<file path="src/rtl/tick_timer_pkg.sv">
package tick_timer_pkg;

    localparam int REG_W         = 32;
    localparam int CTRL_RUN_BIT  = 0;
    localparam int CTRL_IE_BIT   = 1;
    localparam int CTRL_SRC_BIT  = 2;
    localparam int CTRL_FLAG_BIT = 16;

    typedef enum logic [1:0] {
        SEL_CTRL    = 2'd0,
        SEL_RELOAD  = 2'd1,
        SEL_CURRENT = 2'd2,
        SEL_NONE    = 2'd3
    } reg_sel_e;

    typedef struct packed {
        logic src_core;
        logic irq_en;
        logic run;
    } ctrl_t;

    function automatic ctrl_t ctrl_from_word(input logic [REG_W-1:0] w);
        ctrl_t c;
        c.run      = w[CTRL_RUN_BIT];
        c.irq_en   = w[CTRL_IE_BIT];
        c.src_core = w[CTRL_SRC_BIT];
        return c;
    endfunction

    function automatic logic [REG_W-1:0] ctrl_to_word(input ctrl_t c, input logic flag);
        logic [REG_W-1:0] w;
        w                = '0;
        w[CTRL_RUN_BIT]  = c.run;
        w[CTRL_IE_BIT]   = c.irq_en;
        w[CTRL_SRC_BIT]  = c.src_core;
        w[CTRL_FLAG_BIT] = flag;
        return w;
    endfunction

endpackage

</file>
<file path="src/rtl/tick_timer_src.sv">
module tick_timer_src
    import tick_timer_pkg::*;
(
    input  ctrl_t ctrl,
    input  logic  ext_pulse,
    output logic  tick
);
    logic src_ok;

    always_comb begin
        src_ok = ctrl.src_core ? 1'b1 : ext_pulse;
        tick   = ctrl.run & src_ok;
    end
endmodule

</file>
<file path="src/rtl/tick_timer_count.sv">
module tick_timer_count #(
    parameter int CNT_W = 24
) (
    input  logic             clk,
    input  logic             rst,
    input  logic             tick,
    input  logic             cur_wr,
    input  logic             irq_en,
    input  logic [CNT_W-1:0] reload,
    output logic [CNT_W-1:0] cnt,
    output logic             evt,
    output logic             irq
);
    localparam logic [CNT_W-1:0] ONE = CNT_W'(1);

    logic at_zero;
    logic at_one;

    always_comb begin
        at_zero = (cnt == '0);
        at_one  = (cnt == ONE);
        evt     = tick & ~cur_wr & at_one;
    end

    always_ff @(posedge clk) begin
        if (rst) begin
            cnt <= '0;
            irq <= 1'b0;
        end else begin
            irq <= 1'b0;
            if (cur_wr) begin
                cnt <= '0;
            end else if (tick) begin
                if (at_zero) begin
                    cnt <= reload;
                end else begin
                    cnt <= cnt - ONE;
                    if (at_one) irq <= irq_en;
                end
            end
        end
    end
endmodule

</file>
<file path="src/rtl/tick_timer_regs.sv">
module tick_timer_regs
    import tick_timer_pkg::*;
#(
    parameter int CNT_W = 24
) (
    input  logic             clk,
    input  logic             rst,
    input  logic             bus_sel,
    input  logic             bus_wr,
    input  logic [1:0]       bus_addr,
    input  logic [REG_W-1:0] bus_wdata,
    input  logic             evt,
    input  logic [CNT_W-1:0] cnt,
    output ctrl_t            ctrl,
    output logic [CNT_W-1:0] reload,
    output logic             flag,
    output logic             cur_wr,
    output logic [REG_W-1:0] bus_rdata
);
    localparam int PAD_W = REG_W - CNT_W;

    reg_sel_e sel;
    logic     ctrl_wr;
    logic     ctrl_rd;
    logic     reload_wr;

    always_comb begin
        sel       = reg_sel_e'(bus_addr);
        ctrl_wr   = bus_sel &  bus_wr & (sel == SEL_CTRL);
        ctrl_rd   = bus_sel & ~bus_wr & (sel == SEL_CTRL);
        reload_wr = bus_sel &  bus_wr & (sel == SEL_RELOAD);
        cur_wr    = bus_sel &  bus_wr & (sel == SEL_CURRENT);
    end

    always_ff @(posedge clk) begin
        if (rst) begin
            ctrl   <= '0;
            reload <= '0;
            flag   <= 1'b0;
        end else begin
            if (ctrl_wr)   ctrl   <= ctrl_from_word(bus_wdata);
            if (reload_wr) reload <= bus_wdata[CNT_W-1:0];
            if (evt)                     flag <= 1'b1;
            else if (ctrl_rd || cur_wr)  flag <= 1'b0;
        end
    end

    always_comb begin
        unique case (sel)
            SEL_CTRL:    bus_rdata = ctrl_to_word(ctrl, flag);
            SEL_RELOAD:  bus_rdata = {{PAD_W{1'b0}}, reload};
            SEL_CURRENT: bus_rdata = {{PAD_W{1'b0}}, cnt};
            default:     bus_rdata = '0;
        endcase
    end
endmodule

</file>
<file path="src/rtl/tick_timer.sv">
module tick_timer
    import tick_timer_pkg::*;
#(
    parameter int CNT_W = 24
) (
    input  logic        clk,
    input  logic        rst,
    input  logic        bus_sel,
    input  logic        bus_wr,
    input  logic [1:0]  bus_addr,
    input  logic [31:0] bus_wdata,
    output logic [31:0] bus_rdata,
    input  logic        ext_ref_pulse,
    output logic        irq_o
);
    ctrl_t            ctrl_w;
    logic [CNT_W-1:0] reload_w;
    logic [CNT_W-1:0] cnt_w;
    logic             flag_w;
    logic             cur_wr_w;
    logic             tick_w;
    logic             evt_w;
    logic             irq_en_w;

    assign irq_en_w = ctrl_w.irq_en;

    tick_timer_regs #(.CNT_W(CNT_W)) u_regs (
        .clk       (clk),
        .rst       (rst),
        .bus_sel   (bus_sel),
        .bus_wr    (bus_wr),
        .bus_addr  (bus_addr),
        .bus_wdata (bus_wdata),
        .evt       (evt_w),
        .cnt       (cnt_w),
        .ctrl      (ctrl_w),
        .reload    (reload_w),
        .flag      (flag_w),
        .cur_wr    (cur_wr_w),
        .bus_rdata (bus_rdata)
    );

    tick_timer_src u_src (
        .ctrl      (ctrl_w),
        .ext_pulse (ext_ref_pulse),
        .tick      (tick_w)
    );

    tick_timer_count #(.CNT_W(CNT_W)) u_count (
        .clk    (clk),
        .rst    (rst),
        .tick   (tick_w),
        .cur_wr (cur_wr_w),
        .irq_en (irq_en_w),
        .reload (reload_w),
        .cnt    (cnt_w),
        .evt    (evt_w),
        .irq    (irq_o)
    );
endmodule

</file>
<file path="config.mk">
export PLATFORM = sky130hd
export DESIGN_NAME = tick_timer
export DESIGN_NICKNAME = d
export VERILOG_FILES = /design/src/rtl/tick_timer_pkg.sv /design/src/rtl/tick_timer_src.sv /design/src/rtl/tick_timer_count.sv /design/src/rtl/tick_timer_regs.sv /design/src/rtl/tick_timer.sv
export SDC_FILE = /design/constraint.sdc
export NUM_CORES = 1
export LEC_CHECK = 0
export ABC_CLOCK_PERIOD_IN_PS = 5650
export BUFFER_PORTS_ARGS = -buffer_cell sky130_fd_sc_hd__buf_2
export CORE_MARGIN = 2
export CORE_UTILIZATION = 58
export DETAILED_ROUTE_END_ITERATION = 10
export PLACE_DENSITY = 0.85
export RECOVER_POWER = 25
export SLEW_MARGIN = 10
export SYNTH_ARGS = -nofsm -noshare
export SYNTH_HDL_FRONTEND = slang
export SYNTH_SLANG_ARGS = --single-unit
</file>
<file path="constraint.sdc">
create_clock -name clk -period 5.65 [get_ports clk]
set_input_delay 1.13 -clock clk [delete_from_list [all_inputs] [get_ports clk]]
set_output_delay 1.13 -clock clk [all_outputs]
set_load 0.05 [all_outputs]
</file>
==> reports/qor_table.md <==
| Stage | Quantity | This run |
|---|---|---|
| placement | Estimated wirelength of the detail-placed design | 5.84 mm |
| critical path | Critical R2R Launch | u_count.cnt[4] |
| cells and area | Most common library cell in the layout ignoring fill and taps | sky130_fd_sc_hd__nand2_1 |
| critical path | Number of logic stages on the critical path including buffering | 6 |
| sta | Fmax achieved | 235 MHz |
| critical path | Startpoint of the worst setup timing path | bus_addr[0] |
| critical path | Worst Path Buf+Inv | 2 |
| yosys | Count of mapped cells out of synthesis | 401 |
| global route | Grt met2 use | 45.8% |
| power and ir drop | Share of total power consumed by net switching | 28.4% |
| global route | Met1 usage | 40.3% |
| global route | Global-route congestion overflow total | 0 |
| drt | Via count of the routed design | 3144 |
| clocking | Clock Sink Count | 53 |
| critical path | Startpoint kind of the worst setup timing path | primary input |
| critical path | Dominant delay contributor by cell family on the critical path | compound AO/OA/AOI/OAI gates |
| global route | Fraction of met3 tracks used by global routing | 5.06% |
| critical path | Critical path destination | u_count.cnt[1] |
| cells and area | Count of antenna diodes in the layout | 0 |
| placement | Number of port buffers | 55 |
| global route | Global route hottest layer | met2 |
| sta | Post-route clock skew | 11.8 ps |
| clocking | TritonCTS Buffers | 5 |
| clocking | Post-CTS setup buffers | 0 |
| yosys | Async set or reset register ratio after synthesis | 0% |
| sta | Post-Route Hold Slack | 461 ps |
| sta | Final Slew Violations | 19 |
| clocking | Number of H-tree branching levels | 2 |
| clocking | Post-CTS Hold Fix Bufs | 0 |
| sta | Minimum clock period after layout | 4260 ps |
| power and ir drop | Comb power frac | 14.6% |
| global route | Via count of the first global-routing pass | 2858 |
| run | Maximum capacitance violations | 1 |
| critical path | Largest fanout of any net on the critical path | 26 |
| critical path | Most repeated library cell on the critical path | sky130_fd_sc_hd__clkbuf_1 |
| power and ir drop | Peak supply drop | 0.165 mV |
| power and ir drop | Power per cell area | 224 nW/um2 |
| drt | Via-per-instance ratio | 6.20 |
| sta | Worst slew slack as a fraction of its limit | -8.61% |
| sta | Worst Max-Slew Pin Slew | 1620 ps |
| drt | Detailed router's first-iteration violation count | 301 |
| yosys | Primary FF master, synth | sky130_fd_sc_hd__dfxtp_1 |
| drt | Length of the first detailed-routing pass in iterations | 5 |
| status | Violated checks | capacitance limit, slew limit |
| critical path | Length in cells of the worst reg-to-reg path | 5 |
| placement | Final estimated routing congestion in global placement | 0.919 |
| floorplan | Number of rows in the core area | 26 |
| clocking | Total of cells resized after clock tree synthesis | 0 |
| critical path | Endpoint of the lowest-slack register-to-register path | u_count.cnt[1] |
| hold path | Min-Delay Startpoint | u_regs.ctrl[1] |
| global route | Pin count of the biggest net entering global routing | 31 |
| power and ir drop | Clock group share of total power | 34.9% |
| global route | Initial antenna violation count | 0 |
| yosys | Part of the Yosys area used for sequential elements | 34.6% |
| floorplan | Total I/O pin count | 72 |
| clocking | Root buffer cell | sky130_fd_sc_hd__clkbuf_8 |
| clocking | Clock-pin transition on the worst setup and hold timing paths | 100 ps |
| critical path | Data arrival time of the critical path | 4490 ps |
| cells and area | Nets | 478 |
| critical path | Critical path data required time | 5880 ps |
| sta | Final setup violation count | 0 |
| critical path | Peak per-stage delay on the critical path | 1380 ps |
| sta | Period utilization | 75.4% |
| critical path | Highest-delay cell along the critical path | sky130_fd_sc_hd__a31oi_1 |
| yosys | Cell area after technology mapping | 3060 um2 |
| cells and area | Most used cells in the layout excluding fill and tap cells | sky130_fd_sc_hd__nand2_1 (80), sky130_fd_sc_hd__buf_2 (53), sky130_fd_sc_hd__dfxtp_1 (53), sky130_fd_sc_hd__a21oi_1 (36), sky130_fd_sc_hd__nor2_1 (21) |
| drt | Average wire per cell in the routed design | 16.8 um |
| cells and area | Relative area change from synthesis to final layout | 10.9% |
| floorplan | Starting density of the core | 60.0% |
| yosys | Post-synthesis sequential element count | 53 |
| clocking | Skew-Pair Late Insertion Delay | 310 ps |
| cells and area | Layout cell share with drive strength beyond 1 | 16.0% |
| drt | Number of design rule violations left after detail routing | 0 |
| floorplan | Die Span X | 76.7 um |
| sta | Hold violation count in the final report | 0 |
| drt | Final ANT Viol Nets | 0 |
| yosys | Netlist cell types | 49 |
| clocking | Max clock buf depth | 2 |
| critical path | Cell chain of the critical path | clkbuf_1, nor2b_1, clkbuf_1, a31oi_1, nand2_1, o31ai_1 |
| sta | Setup repair after global routing missed its margin | no |
| power and ir drop | Pleak | 1.39 nW |
| critical path | Type of the worst setup path | in2reg |
| hold path | Worst hold path type | reg2reg |
| critical path | Minimum setup slack among reg-to-reg paths | 2900 ps |
| status | Result of the run | finished with violations |
| cells and area | Non-filler instance count after layout | 507 |
| yosys | Number of warnings reported in the yosys synthesis log | 0 |
| global route | Global-route wire length before repair | 13.9 mm |
| global route | Global-route total usage across every layer | 29.1% |
| sta | Final TNS setup | 0 ps |
| power and ir drop | Sequential cell fraction of total power | 50.5% |
| power and ir drop | Overall power after layout | 0.760 mW |
| yosys | Syn avg cell area | 7.64 um2 |
| hold path | Worst hold stages | 2 |
| placement | Placed Cells incl. Taps | 499 |
| critical path | Setup crit end kind | flop |
| floorplan | Die area | 5880 um2 |
| drt | DRT Wirelength | 8.50 mm |
| power and ir drop | Int Power | 0.544 mW |
| floorplan | Vertical extent of the die | 76.7 um |
| clocking | Clock tree from TritonCTS | yes |
| floorplan | Core Footprint | 5110 um2 |
| power and ir drop | Net load switching power | 0.216 mW |
| yosys | EDFF count, synth | 0 |
-- tightest hold or removal path, delay by kind of cell, from the launching register on --
kind / cells / cell delay [ps]
simple gates: 2 / 90
flops: 1 / 340
-- per-stage QoR --
stage	utilization, %	setup slack [ps]	instance area (um2)
finish	66.5	1390	3400
global route	66.5	1200	3400
global placement	64.5	2300	3300
floorplan	-	2050	3090
detailed placement	64.5	2270	3300
CTS	66.8	2270	3410
-- flip-flops by register name (all words and copies together), names as in the netlist --
| name | count |
|---|---|
| u_count.irq | 1 |
| u_regs.ctrl | 3 |
| u_regs.flag | 1 |
| u_regs.reload | 24 |
| u_count.cnt | 24 |
-- area by class of cell --
class	count	area, um2
multi-input combinational	312	1820
timing repair buffer	58	292
fill	466	1710
clock buffer	5	68.8
inverter	6	22.5
clock inverter	3	46.3
tap	70	87.6
sequential	53	1060
-- power by group through the flow --
stage                     Combinational, mW  Clock (mW)  Sequential (mW)
after floorplan                      0.0837           0            0.390
after global placement                0.106           0            0.392
after detailed placement              0.109           0            0.392
after CTS                             0.109       0.265            0.384
after global routing                  0.118       0.286            0.385
final                                 0.111       0.265            0.384
-- Yosys cell counts, types with 3 or more instances --
master	number	area share, %
sky130_fd_sc_hd__inv_1	6	0.73
sky130_fd_sc_hd__nand2_1	80	9.8
sky130_fd_sc_hd__o21ai_1	10	1.6
sky130_fd_sc_hd__nand4_1	5	1.0
sky130_fd_sc_hd__a21oi_1	36	5.9
sky130_fd_sc_hd__nor4_1	8	1.6
sky130_fd_sc_hd__or3_1	8	1.6
sky130_fd_sc_hd__dfxtp_1	53	35
sky130_fd_sc_hd__nor2_1	21	2.6
sky130_fd_sc_hd__nor2b_1	3	0.61
sky130_fd_sc_hd__nand3b_1	4	0.98
sky130_fd_sc_hd__clkbuf_1	25	3.1
sky130_fd_sc_hd__buf_4	8	2.0
sky130_fd_sc_hd__and3_1	4	0.82
sky130_fd_sc_hd__nand3_1	17	2.8
sky130_fd_sc_hd__ha_1	3	1.2
sky130_fd_sc_hd__a22o_1	20	5.7
sky130_fd_sc_hd__o21ai_0	3	0.49
sky130_fd_sc_hd__and2_1	4	0.82
sky130_fd_sc_hd__a2bb2oi_1	4	1.1
sky130_fd_sc_hd__a31oi_1	10	2.0
sky130_fd_sc_hd__mux2i_1	13	4.2
sky130_fd_sc_hd__a41oi_1	3	0.86
sky130_fd_sc_hd__nor3_1	12	2.0
sky130_fd_sc_hd__or4_1	4	0.98
sky130_fd_sc_hd__o22ai_1	6	1.2
-- metal layers --
metal | vias to the layer above | routed length, um
met5 | - | 0
met4 | 0 | 138
met3 | 17 | 728
met2 | 165 | 3910
met1 | 1450 | 3720
li1 | 1512 | -
-- how the worst min path moves through the flow --
stage                                   end
after global placement          u_count.irq
after CTS                       u_count.irq
after floorplan                 u_count.irq
after detailed placement        u_count.irq
after global routing      u_regs.reload[13]
final                           u_count.irq
-- logic make-up (layout without fill, tap and decap cells) --
kind of cell,after synthesis,in the layout,synth area share (%)
AOI/OAI and AO/OA,106,106,22.8
muxes,13,13,4.25
adders and majority gates,3,3,1.23
buffers and inverters,43,72,6.82
DFF,53,53,34.6
xor gates and xnor gates,1,1,0.286
and+or+nand+nor,181,181,29.9
other,1,8,0.122
No activity file was read; power rests on OpenSTA's default activity.
